### src/rtl/sccPkg.sv
package sccPkg;

  localparam int ERR_W = 7;
  localparam logic [ERR_W-1:0] ERR_MASK = 7'h7C;

  localparam int ADDR_STATE  = 0;
  localparam int ADDR_SWRST  = 1;
  localparam int ADDR_OPER   = 2;
  localparam int ADDR_ERRFLG = 3;
  localparam int ADDR_ERREN  = 4;

  localparam int OPB_OUT_NE   = 4;
  localparam int OPB_IN_NE    = 5;
  localparam int OPB_OUT_FULL = 6;
  localparam int OPB_OUT_SVC  = 8;
  localparam int OPB_IN_SVC   = 9;

  typedef enum logic [1:0] {
    ST_RESET = 2'd0,
    ST_RUN   = 2'd1,
    ST_PAUSE = 2'd3
  } coreState_e;

  typedef struct packed {
    logic inReset;
    logic opWrite;
    logic errClrWrite;
    logic errEnWrite;
  } ctrlStrobe_t;

endpackage

### src/rtl/sccControl.sv
module sccControl
  import sccPkg::*;
#(
  parameter int ADDR_W = 3,
  parameter int SETTLE = 4
) (
  input  logic              clk,
  input  logic              rstN,
  input  logic              regWe,
  input  logic [ADDR_W-1:0] regAddr,
  input  logic [1:0]        wrCode,
  output coreState_e        curState,
  output logic              coreValid,
  output logic              fifoFlush,
  output ctrlStrobe_t       strobe
);

  localparam int CNT_W = $clog2(SETTLE + 1);
  localparam int RUN_W = CNT_W + 1;

  logic [CNT_W-1:0] settleCnt, nCnt;
  logic             pauseArmed, nArm;
  coreState_e       nState;
  logic             nValid, nFlush, startSettle;
  logic             wrState, wrSwRst;

  always_comb begin
    wrState = regWe && (regAddr == ADDR_W'(ADDR_STATE));
    wrSwRst = regWe && (regAddr == ADDR_W'(ADDR_SWRST)) && wrCode[0];
    strobe.inReset     = (curState == ST_RESET);
    strobe.opWrite     = regWe && (regAddr == ADDR_W'(ADDR_OPER));
    strobe.errClrWrite = regWe && (regAddr == ADDR_W'(ADDR_ERRFLG));
    strobe.errEnWrite  = regWe && (regAddr == ADDR_W'(ADDR_ERREN));
  end

  always_comb begin
    nState      = curState;
    nValid      = coreValid;
    nCnt        = settleCnt;
    nArm        = pauseArmed;
    nFlush      = 1'b0;
    startSettle = 1'b0;
    if (settleCnt != '0) begin
      nCnt = settleCnt - 1'b1;
      if (settleCnt == CNT_W'(1)) nValid = 1'b1;
    end
    if (wrSwRst) begin
      nState      = ST_RESET;
      nArm        = 1'b0;
      startSettle = 1'b1;
    end else if (regWe) begin
      nArm = 1'b0;
      if (wrState && coreValid) begin
        if (wrCode == 2'd2) begin
          if (curState == ST_PAUSE) begin
            if (pauseArmed) begin
              nState      = ST_RESET;
              startSettle = 1'b1;
            end else begin
              nArm = 1'b1;
            end
          end
        end else if (!(curState == ST_PAUSE && wrCode == 2'd0)) begin
          nState      = coreState_e'(wrCode);
          startSettle = 1'b1;
        end
      end
    end
    if (startSettle) begin
      nValid = 1'b0;
      nCnt   = CNT_W'(SETTLE);
      nFlush = (nState == ST_RESET);
    end
  end

  always_ff @(posedge clk or negedge rstN) begin
    if (!rstN) begin
      curState   <= ST_RESET;
      coreValid  <= 1'b1;
      settleCnt  <= '0;
      pauseArmed <= 1'b0;
      fifoFlush  <= 1'b0;
    end else begin
      curState   <= nState;
      coreValid  <= nValid;
      settleCnt  <= nCnt;
      pauseArmed <= nArm;
      fifoFlush  <= nFlush;
    end
  end

  // Watcher: length of the current low run of the settled flag
  logic [RUN_W-1:0] lowRun;
  always_ff @(posedge clk or negedge rstN) begin
    if (!rstN) lowRun <= '0;
    else if (wrSwRst || coreValid) lowRun <= '0;
    else if (lowRun != '1) lowRun <= lowRun + 1'b1;
  end

  assert_state_legal_R1: assert property (@(posedge clk) disable iff (!rstN)
    curState != 2'd2);

  assert_settle_len_R2: assert property (@(posedge clk) disable iff (!rstN)
    (coreValid && !$past(coreValid)) |-> (lowRun == RUN_W'(SETTLE)));

  assert_busy_ignore_R3: assert property (@(posedge clk) disable iff (!rstN)
    (wrState && !coreValid) |=> $stable(curState));

  assert_pause_single_R4: assert property (@(posedge clk) disable iff (!rstN)
    (wrState && coreValid && curState == ST_PAUSE && wrCode == 2'd2 && !pauseArmed)
      |=> (curState == ST_PAUSE));

  assert_swreset_R5: assert property (@(posedge clk) disable iff (!rstN)
    wrSwRst |=> (curState == ST_RESET && !coreValid));

endmodule

### src/rtl/sccDatapath.sv
module sccDatapath
  import sccPkg::*;
#(
  parameter int ADDR_W = 3,
  parameter int DATA_W = 32
) (
  input  logic              clk,
  input  logic              rstN,
  input  ctrlStrobe_t       strobe,
  input  logic [ADDR_W-1:0] regAddr,
  input  logic [DATA_W-1:0] regWdata,
  input  coreState_e        curState,
  input  logic              coreValid,
  input  logic              outFifoNotEmpty,
  input  logic              inFifoNotEmpty,
  input  logic              outFifoFull,
  input  logic [ERR_W-1:0]  errEvent,
  output logic [DATA_W-1:0] regRdata,
  output logic              errIrq
);

  logic             maskOut, maskIn, maskFull;
  logic             prevOut, prevIn;
  logic             outSvc, inSvc;
  logic [ERR_W-1:0] errFlags, errEn, errClr;
  logic             unusedWdata;

  assign unusedWdata = ^{regWdata[DATA_W-1:OPB_IN_SVC+1], regWdata[ERR_W]};

  always_comb begin
    maskOut  = outFifoNotEmpty && !strobe.inReset;
    maskIn   = inFifoNotEmpty  && !strobe.inReset;
    maskFull = outFifoFull     && !strobe.inReset;
    errClr   = strobe.errClrWrite ? (regWdata[ERR_W-1:0] & ERR_MASK) : '0;
  end

  always_ff @(posedge clk or negedge rstN) begin
    if (!rstN) begin
      prevOut <= 1'b0;
      prevIn  <= 1'b0;
      outSvc  <= 1'b0;
      inSvc   <= 1'b0;
    end else begin
      prevOut <= maskOut;
      prevIn  <= maskIn;
      if (strobe.inReset) outSvc <= 1'b0;
      else if (prevOut && !maskOut) outSvc <= 1'b1;
      else if (strobe.opWrite && regWdata[OPB_OUT_SVC]) outSvc <= 1'b0;
      if (strobe.inReset) inSvc <= 1'b0;
      else if (maskIn && !prevIn) inSvc <= 1'b1;
      else if (strobe.opWrite && regWdata[OPB_IN_SVC]) inSvc <= 1'b0;
    end
  end

  always_ff @(posedge clk or negedge rstN) begin
    if (!rstN) begin
      errFlags <= '0;
      errEn    <= '0;
    end else begin
      errFlags <= (errFlags & ~errClr) | (errEvent & ERR_MASK);
      if (strobe.errEnWrite) errEn <= regWdata[ERR_W-1:0] & ERR_MASK;
    end
  end

  assign errIrq = |(errFlags & errEn);

  always_comb begin
    regRdata = '0;
    if (regAddr == ADDR_W'(ADDR_STATE)) begin
      regRdata[1:0] = curState;
      regRdata[2]   = coreValid;
    end else if (regAddr == ADDR_W'(ADDR_OPER)) begin
      regRdata[OPB_OUT_NE]   = maskOut;
      regRdata[OPB_IN_NE]    = maskIn;
      regRdata[OPB_OUT_FULL] = maskFull;
      regRdata[OPB_OUT_SVC]  = outSvc;
      regRdata[OPB_IN_SVC]   = inSvc;
    end else if (regAddr == ADDR_W'(ADDR_ERRFLG)) begin
      regRdata[ERR_W-1:0] = errFlags;
    end else if (regAddr == ADDR_W'(ADDR_ERREN)) begin
      regRdata[ERR_W-1:0] = errEn;
    end
  end

  assert_oper_masked_R6: assert property (@(posedge clk) disable iff (!rstN)
    (strobe.inReset && regAddr == ADDR_W'(ADDR_OPER))
      |-> (regRdata[OPB_OUT_FULL:OPB_OUT_NE] == 3'b000));

  assert_out_svc_set_R7: assert property (@(posedge clk) disable iff (!rstN)
    (!strobe.inReset && $past(!strobe.inReset) && $fell(outFifoNotEmpty)) |=> outSvc);

  assert_svc_clear_R9: assert property (@(posedge clk) disable iff (!rstN)
    strobe.inReset |=> (!outSvc && !inSvc));

  assert_err_capture_R10: assert property (@(posedge clk) disable iff (!rstN)
    ((errEvent & ERR_MASK) != '0)
      |=> ((errFlags & $past(errEvent & ERR_MASK)) == $past(errEvent & ERR_MASK)));

endmodule

### src/rtl/serialCoreCtrl.sv
module serialCoreCtrl
  import sccPkg::*;
#(
  parameter int ADDR_W = 3,
  parameter int DATA_W = 32,
  parameter int SETTLE = 4
) (
  input  logic              clk,
  input  logic              rstN,
  input  logic              regWe,
  input  logic [ADDR_W-1:0] regAddr,
  input  logic [DATA_W-1:0] regWdata,
  output logic [DATA_W-1:0] regRdata,
  input  logic              outFifoNotEmpty,
  input  logic              inFifoNotEmpty,
  input  logic              outFifoFull,
  input  logic [6:0]        errEvent,
  output logic [1:0]        coreState,
  output logic              coreValid,
  output logic              fifoFlush,
  output logic              errIrq
);

  coreState_e  curState;
  ctrlStrobe_t strobe;

  sccControl #(.ADDR_W(ADDR_W), .SETTLE(SETTLE)) uCtrl (
    .clk       (clk),
    .rstN      (rstN),
    .regWe     (regWe),
    .regAddr   (regAddr),
    .wrCode    (regWdata[1:0]),
    .curState  (curState),
    .coreValid (coreValid),
    .fifoFlush (fifoFlush),
    .strobe    (strobe)
  );

  sccDatapath #(.ADDR_W(ADDR_W), .DATA_W(DATA_W)) uData (
    .clk             (clk),
    .rstN            (rstN),
    .strobe          (strobe),
    .regAddr         (regAddr),
    .regWdata        (regWdata),
    .curState        (curState),
    .coreValid       (coreValid),
    .outFifoNotEmpty (outFifoNotEmpty),
    .inFifoNotEmpty  (inFifoNotEmpty),
    .outFifoFull     (outFifoFull),
    .errEvent        (errEvent),
    .regRdata        (regRdata),
    .errIrq          (errIrq)
  );

  assign coreState = curState;

endmodule

### config.mk
export PLATFORM = sky130hd
export DESIGN_NAME = serialCoreCtrl
export DESIGN_NICKNAME = d
export VERILOG_FILES = /design/src/rtl/sccPkg.sv /design/src/rtl/sccControl.sv /design/src/rtl/sccDatapath.sv /design/src/rtl/serialCoreCtrl.sv
export SDC_FILE = /design/constraint.sdc
export NUM_CORES = 1
export LEC_CHECK = 0
export BUFFER_PORTS_ARGS = -buffer_cell sky130_fd_sc_hd__buf_2
export CAP_MARGIN = 10
export CORE_MARGIN = 3
export CORE_UTILIZATION = 49
export CTS_BUF_LIST = sky130_fd_sc_hd__clkbuf_2
export DETAILED_ROUTE_END_ITERATION = 10
export GPL_ROUTABILITY_DRIVEN = 0
export GPL_TIMING_DRIVEN = 0
export PLACE_DENSITY = 0.88
export RECOVER_POWER = 50
export SLEW_MARGIN = 10
export SYNTH_ARGS = -nofsm -noshare
export SYNTH_HDL_FRONTEND = slang
export SYNTH_SLANG_ARGS = --single-unit
### constraint.sdc
create_clock -name clk -period 2 [get_ports clk]
set_clock_uncertainty 0.05 [all_clocks]
set_input_delay 0 -clock clk [delete_from_list [all_inputs] [get_ports clk]]
set_output_delay 0 -clock clk [all_outputs]
set_load 0.02 [all_outputs]
== Word-level counts from Yosys, hierarchy flattened ==
Cells that the tools add are included.
Storage, ports and cells
  flip-flop bits (word level): 24
  bits of input ports: 48
  output and inout port bits: 37
  logic and storage cells: 94
Operators by class
  add/subtract/negate cells: 1
  eq/ne operators: 7
  mux-type cells: 41
  bitwise gates (word level): 4
  reduce and logical (&&, ||, !) cells: 30
Operator list (number)
  $mux 1: 23
  $mux 7: 3
  $mux 2: 9
  $logic_and 1x1->1: 15
  $and 7x7->7: 2
  $mux 3: 4
  $reduce_bool 3->1: 3
  $mux 4: 2
  $not 7->7: 1
  $or 7x7->7: 1
  $reduce_or 7->1: 1
  $eq 3x1->1 const B: 2
  $eq 3x2->1 const B: 2
  $logic_not 2->1: 3
  $reduce_bool 2->1: 3
  $eq 2x2->1 const B: 2
  $eq 3x3->1 const B: 1
  $logic_not 1->1: 3
  $logic_not 3->1: 1
  $sub 3x1->3 const B: 1
  $reduce_and 2->1: 1

== Logic depth before layout (Yosys ltp) ==
Gate-level depths: netlist of run 1.
  word-level depth: 9
  mapped depth: 5
  depth with buffers taken out: 5

== Cells and area by module ==
A second synthesis of run 1 with hierarchy kept.
Second synthesis, totals
  cells, all modules: 133
  area, all modules: 1415.1 um^2
By module, submodules not included
  sccDatapath: times used 1, cells each 82, area an instance 904.6 um^2, seq. area each 350.3 um^2
  sccControl: times used 1, cells each 51, area an instance 510.5 um^2, seq. area each 201.4 um^2

== Least setup slack after synthesis of run 1 ==
Ideal clock, no wire load.
  path kind: reg2out
  start: register uCtrl.curState[1]
  end: output regRdata[1]
  data arrival time: 1.330 ns
  required time: 1.950 ns
  setup slack: 0.620 ns
  stages on the path, launching flop included: 3
  path buffers: 1
  cells stage by stage: dfrtp_1 > buf_6 > nor4b_1
Between the ends
  word-level cells in the longest chain between the ends: 1
RTL lines
  start, declared: line sccControl.sv:12  | output coreState_e curState,
  start signal, assigned: line sccControl.sv:84  | curState <= nState;
  $mux 3: line sccDatapath.sv:69  | if (regAddr == ADDR_W'(ADDR_STATE)) begin
  end, declared: line serialCoreCtrl.sv:13  | output logic [DATA_W-1:0] regRdata,
Every way passes these cells.

== Worst setup path in the final report of run 1 ==
  start: register uCtrl.curState[0]
  end: register uCtrl.coreValid
Between the ends
  word-level cells in the longest chain between the ends: 9
  elaborated cells between the ends (all ways): 12
  those cells by class: eq/ne: 1; mux: 7; reduce/logical: 4
RTL lines
  $eq 2x2->1 (*): line sccControl.sv:55, sccControl.sv:63
  $logic_and 1x1->1: line sccControl.sv:63  | end else if (!(curState == ST_PAUSE && wrCode == 2'd0)) begin
  $mux 1: line sccControl.sv:63
  $mux 1 (*): line sccControl.sv:54  | if (wrCode == 2'd2) begin
  $mux 1 (*): line sccControl.sv:53  | if (wrState && coreValid) begin
  $mux 1 (*): line sccControl.sv:51  | end else if (regWe) begin
  $mux 1 (*): line sccControl.sv:47  | if (wrSwRst) begin
  $reduce_bool 2->1 (no line)
  $reduce_and 2->1 (no line)
  end signal, assigned: line sccControl.sv:85  | coreValid <= nValid;
  end, declared: line sccControl.sv:13  | output logic coreValid,
Every way passes the cells marked *; elsewhere a longest branch is shown, timed or not.
A chain may end at the register's enable or synchronous reset.

==> results of run 1 <==
[cells by family after synthesis]
family / after synthesis / synth area share
multiplexers: 10 / 0.0854
AO/OA/AOI/OAI: 34 / 0.176
adder cells (fa/ha/maj): 3 / 0.0251
AND/OR/NAND/NOR: 39 / 0.172
other: 1 / 0.00251
flip-flops: 22 / 0.369
XOR/XNOR: 1 / 0.00586
buffers and inverters: 32 / 0.164
[synthesized netlist by cell type, drive strengths merged, types with 3 or more instances]
library cell   n
a21oi          4
nor2           4
a32o           3
nand2         10
mux2i          3
mux2           7
dfrtp         21
a21o           5
nor2b          6
buf           29
a211oi         3
inv            3
a22o           3
and3           7
ha             3
o21ai          4
[worst max path at each step]
stage                                startpoint                     endpoint  cells past startpoint
floorplan           uCtrl.curState[1]$_DFF_PN0_                  regRdata[1]                      2
global placement    uCtrl.curState[1]$_DFF_PN0_                  regRdata[5]                      5
detailed placement  uCtrl.curState[1]$_DFF_PN0_                  regRdata[4]                      5
CTS                 uCtrl.curState[0]$_DFF_PN0_  uCtrl.coreValid$_DFFE_PN1P_                      5
global route        uCtrl.curState[0]$_DFF_PN0_  uCtrl.coreValid$_DFFE_PN1P_                      5
finish              uCtrl.curState[0]$_DFF_PN0_  uCtrl.coreValid$_DFFE_PN1P_                      5
[what timing repair did]
action                    CTS  global route
hold buffers               27             0
hold endpoints to repair   42             0
gates resized for setup     0             0
[critical path, cell delays in order (launching register included)]
cell	delay, ns
dfrtp_1	0.44
buf_6	0.15
and3_4	0.17
o2111a_1	0.25
a211oi_1	0.21
dlygate4sd3_1	0.58
[state kept, by name, summed over array words and instances (netlist names)]
register,count
uCtrl.pauseArmed,1
uCtrl.coreValid,1
uCtrl.fifoFlush,1
uData.errFlags,5
uData.errEn,5
uData.prevOut,1
uCtrl.curState,2
uCtrl.settleCnt,3
uData.prevIn,1
uData.inSvc,1
uData.outSvc,1
[power by group]
group          internal, mW  switching, mW
Combinational         0.378          0.372
Sequential            0.562         0.0930
Clock                0.0435          0.140
[per-layer routing]
layer | vias up | GRT usage | routed length [um]
met4 | 0 | 0.0712 | 108
met1 | 648 | 0.232 | 1460
li1 | 640 | - | -
met2 | 58 | 0.429 | 2170
met3 | 17 | 0.0524 | 227
met5 | - | 0 | 0
[cell type report]
cell class | instances | share of cell area
Inverter | 3 | 0.00543
Clock inverter | 1 | 0.00181
Clock buffer | 3 | 0.00724
Buffer | 29 | 0.113
Timing Repair Buffer | 62 | 0.212
Sequential cell | 22 | 0.266
Tap cell | 31 | 0.0187
Multi-Input combinational cell | 110 | 0.376
[through the flow]
stage                     total power, mW   util
final                                1.59  0.733
after global routing                 1.69  0.733
after CTS                            1.58  0.735
after detailed placement             1.33  0.633
after global placement               1.31  0.633
after floorplan                      1.16      -
==> results.sh, run 1 <==
export IMPL_die_h_um=61.2
export IMPL_portBuffers=35
export IMPL_status="finished with violations"
export IMPL_root_buffer="clkbuf_2"
export IMPL_nNetsFinal=282
export IMPL_netlist_area_leader_share=0.352
export IMPL_cts_setup_buffers=0
export IMPL_fp_row_count=19
export IMPL_cp_required_ns=2.24
export IMPL_multiInputGateArea_um2=779
export IMPL_slew_violations=0
export IMPL_crit_type="register to register"
export IMPL_p_leak_nw=1.03
export IMPL_cts_sinks=22
export IMPL_h_tree_depth=1
export IMPL_ys_seq_elements=22
export IMPL_dr_total_vias=1363
export IMPL_critPathMaxFanout=10
export IMPL_dr_first_iter_drc_count=39
export IMPL_regArea_um2=552
export IMPL_start_util=0.528
export IMPL_min_delay_start="regAddr[1]"
export IMPL_setup_tns_ns=0
export IMPL_grt_pass1_vias=1297
export IMPL_finalCritPeriodShare=0.943
export IMPL_period_needed_ns=1.89
export IMPL_max_cap_viol_count=0
export IMPL_rr_worst_depth=5
export IMPL_cp_end_kind="register"
export IMPL_synth_area_top_cells="dfrtp_1 35%, buf_4 12%, mux2_4 5.0%"
export IMPL_cts_made_buffers=3
export IMPL_antenna_found_initial=0
export IMPL_clock_latency_ns=0.34
export IMPL_ios=85
export IMPL_fin_ws_ns=0.115
export IMPL_synth_edf_count=0
export IMPL_hp_class="primary input to register"
export IMPL_fmaxAchievable_mhz=530
export IMPL_syn_inst=142
export IMPL_hold_viol=1
export IMPL_die_w_um=61.2
export IMPL_die_area_um2=3750
export IMPL_groute_usage_overall=0.222
export IMPL_clk_pin_slew_ns=0.21
export IMPL_core_area_um2=2830
export IMPL_drtAntennaViolNets=0
export IMPL_synth_top_area_cell="dfrtp_1"
export IMPL_place_inst=230
export IMPL_worstPathArrival_ns=2.13
export IMPL_drive_above_1_share=0.335
export IMPL_failed_checks="negative hold slack"
export IMPL_layout_common_cells="31 x buf_2, 27 x dlygate4sd3_1, 23 x buf_4, 23 x conb_1, 21 x dfrtp_1"
export IMPL_async_flop_share=1.00
export IMPL_cts_tree="done"
export IMPL_fin_area_um2=2070
export IMPL_mostFrequentLayoutCell="buf_2"
export IMPL_synth_ff_type="dfrtp_1"
export IMPL_ir_drop_v=0.000533
export IMPL_dpl_cell_area_um2=1790
export IMPL_hpwlAfterDp_mm=2.50
export IMPL_place_ws_ns=0.633
export IMPL_grt_max_degree=23
export IMPL_first_pass_iters=5
export IMPL_drc=0
export IMPL_startpoint_type="register"
export IMPL_grt_ovfl_total=0
export IMPL_max_slew_margin_rel=0.198
export IMPL_grt_first_pass_wirelength_mm=6.07
export IMPL_seq_area_frac_synth=0.369
export IMPL_whs_endpoint="uCtrl.settleCnt[2]$_DFFE_PN0P_"
export IMPL_avgViaCountPerCell=5.22
export IMPL_wl_mm=3.97
export IMPL_fill_cells=212
export IMPL_ff2ff_setup_slack_ns=0.11
export IMPL_holdWs_ns=-0.00215
export IMPL_p_per_area_nw_per_um2=766
export IMPL_r2r_start="uCtrl.curState[0]$_DFF_PN0_"
export IMPL_synth_avg_cell_area_um2=10.5
export IMPL_r2r_end="uCtrl.coreValid$_DFFE_PN1P_"
export IMPL_antennaDiodeCount=0
export IMPL_ys_types=48
export IMPL_wl_per_cell_um=15.2
export IMPL_rsz0062_at_grt="false"
export IMPL_synth_warnings=0
export IMPL_clockBufferDepth=2
export IMPL_setup_viol=0
export IMPL_netlist_area_um2=1490
export IMPL_finalNonFillerCells=261
export IMPL_area_growth_pct=38.8
export IMPL_hold_depth=4
export IMPL_worst_pin_slew_ns=1.20
No activity file was read; power rests on OpenSTA's default activity.
==> inputs of run 2 (changes only) <==
--- a/config.mk
+++ b/config.mk
@@ -16,3 +16,3 @@
 export PLACE_DENSITY = 0.88
-export RECOVER_POWER = 50
+export RECOVER_POWER = 25
 export SLEW_MARGIN = 10
==> constraint.sdc (replaced) <==
create_clock -name clk -period 2 [get_ports clk]
set_clock_uncertainty 0.05 [all_clocks]
set_input_delay 0.2 -clock clk [delete_from_list [all_inputs] [get_ports clk]]
set_output_delay 0.2 -clock clk [all_outputs]
set_load 0.02 [all_outputs]
==> run 2 against run 1 <==
Sequential power hardly changed. Die area stayed put. The run now ends clean. Non-clock buffer count is 15 lower. Worst setup slack worse by 0.067 ns. Critical path depth stayed put. Power is 0.29% higher. Sequential share of layout area is 2.0 points higher. Wire length is 16% lower. Combinational power is 1% higher. Via count is 9.5% lower. Maximum frequency is 3.4% lower. Largest cell class unchanged. Register-to-register slack better by 0.42 ns.
==> results.sh, run 2 (synthesis gave the netlist of run 1 again) <==
export IMPL_slew_violations=0
export IMPL_die_w_um=61.2
export IMPL_finalNonFillerCells=246
export IMPL_grt_busiest_layer="met2"
export IMPL_swShare=0.372
export IMPL_ios=85
export IMPL_dr_first_iter_drc_count=23
export IMPL_fmaxAchievable_mhz=512
export IMPL_fill_cells=240
export IMPL_h_tree_depth=1
export IMPL_grt_met2_usage=0.340
export IMPL_drive_above_1_share=0.409
export IMPL_grt_met3_usage=0.0398
export IMPL_holdWs_ns=0.0361
export IMPL_first_pass_iters=4
export IMPL_avgViaCountPerCell=5.02
export IMPL_reg_top3="uData.errEn x5, uData.errFlags x5, uCtrl.settleCnt x3"
export IMPL_max_cap_viol_count=0
export IMPL_setup_viol=0
export IMPL_area_growth_pct=29.1
export IMPL_grtUsageMet1=0.219
export IMPL_p_per_area_nw_per_um2=826
export IMPL_hpwlAfterDp_mm=2.50
export IMPL_cp_end_kind="output pin"
export IMPL_p_leak_nw=1.00
export IMPL_fp_row_count=19
export IMPL_antenna_found_initial=0
export IMPL_start_util=0.528
export IMPL_p_int_mw=1.00
export IMPL_clk_pin_slew_ns=0.21
export IMPL_die_h_um=61.2
export IMPL_core_area_um2=2830
export IMPL_mostFrequentLayoutCell="buf_2"
export IMPL_cp_required_ns=1.75
export IMPL_place_inst=230
export IMPL_cts_tree="done"
export IMPL_clkPwrFrac=0.114
export IMPL_worstPathArrival_ns=1.70
export IMPL_worst_pin_slew_ns=1.19
export IMPL_grt_first_pass_wirelength_mm=5.17
export IMPL_grt_pass1_vias=1154
export IMPL_final_util=0.682
export IMPL_antennaDiodeCount=0
export IMPL_dr_total_vias=1234
export IMPL_cts_sinks=22
export IMPL_layout_common_cells="33 x buf_2, 29 x buf_4, 23 x conb_1, 21 x dfrtp_1, 10 x nand2_1"
export IMPL_portBuffers=35
export IMPL_p_sw_uw=592
export IMPL_hold_viol=0
export IMPL_groute_usage_overall=0.185
export IMPL_wl_mm=3.32
export IMPL_cts_made_buffers=3
export IMPL_hp_class="primary input to register"
export IMPL_nNetsFinal=267
export IMPL_crit_type="register to output pin"
export IMPL_drc=0
export IMPL_startpoint_type="register"
export IMPL_grt_ovfl_total=0
export IMPL_seq_power_share=0.409
export IMPL_drtAntennaViolNets=0
export IMPL_wl_per_cell_um=13.5
export IMPL_status="complete, no violations"
export IMPL_root_buffer="clkbuf_2"
export IMPL_clockBufferDepth=2
export IMPL_clock_latency_ns=0.33
export IMPL_grt_max_degree=23
export IMPL_total_power_mw=1.59
export IMPL_period_needed_ns=1.95
export IMPL_finalCritPeriodShare=0.976
export IMPL_regArea_um2=552
export IMPL_multiInputGateArea_um2=783
export IMPL_pwr_share_comb=0.477
export IMPL_max_slew_margin_rel=0.204
export IMPL_critPathMaxFanout=8
export IMPL_ir_drop_v=0.000514
export IMPL_rsz0062_at_grt="true"
export IMPL_die_area_um2=3750
==> run 2: cell types whose count changed in the layout (fill, tap and decap cells not counted), moves of 2 or more <==
cell and delta:
buf_2 +2, buf_4 +6, buf_6 +2, clkbuf_1 -4, dlygate4sd3_1 -21
==> run 2: path summary, 6_finish.rpt <==
check	cells after the start	slack, ns	start	to
worst max-delay path	5	0.05	uCtrl.curState[0]$_DFF_PN0_	regRdata[5]
worst min register to register	1	0.50	uData.errFlags[2]$_DFF_PN0_	uData.errFlags[2]$_DFF_PN0_
worst max register to register	5	0.53	uCtrl.curState[1]$_DFF_PN0_	uCtrl.settleCnt[0]$_DFFE_PN0P_
max in group asynchronous	2	0.66	rstN	uData.errEn[2]$_DFFE_PN0P_
worst min-delay path	2	0.04	regWdata[5]	uData.errEn[5]$_DFFE_PN0P_
min in group asynchronous	2	0.55	rstN	uCtrl.settleCnt[2]$_DFFE_PN0P_
==> run 2: worst max-delay path: stages (launching register included) <==
cell,delay (ns)
dfrtp_1,0.43
buf_6,0.14
o21a_1,0.21
mux2_4,0.27
a22o_1,0.19
buf_6,0.13
==> run 2: final cells by class <==
type,instances,share of cell area
flip-flops and latches,22,0.286
well taps,31,0.0201
inverters,3,0.00584
plain buffers,29,0.121
repair buffers,47,0.151
clock inverters,1,0.00195
clock buffers,3,0.00778
multi-input cells,110,0.406
==> run 2: metal layers <==
layer  share of wire  vias up  routed length (um)
met5               0        -                   0
met4          0.0024        0                   8
li1                -      612                   -
met1            0.41      584                1370
met3           0.050        2                 167
met2            0.54       36                1780
==> run 2: power groups by stage <==
| stage | clock network (mW) | registers (mW) | logic (mW) |
|---|---|---|---|
| 6_report | 0.181 | 0.652 | 0.760 |
| 5_1_grt | 0.206 | 0.664 | 0.834 |
| 4_1_cts | 0.185 | 0.650 | 0.682 |
| 3_5_place_dp | 0 | 0.657 | 0.670 |
| 3_3_place_gp | 0 | 0.654 | 0.656 |
| 2_1_floorplan | 0 | 0.671 | 0.491 |
==> run 2: repair_timing <==
item	in CTS	in global routing
hold buffers	6	0
hold endpoints to repair	26	0
gates resized for setup	0	6
setup buffers	0	6
setup endpoints to repair	0	2
==> run 2: through the flow <==
step	setup WS [ns]	area, um2	setup TNS [ns]
after floorplan	0.421	1580	0
after global placement	0.428	1790	0
after detailed placement	0.433	1790	0
after CTS	0.0173	1870	0
after global routing	-0.0369	1930	-0.0734
final	0.0480	1930	0
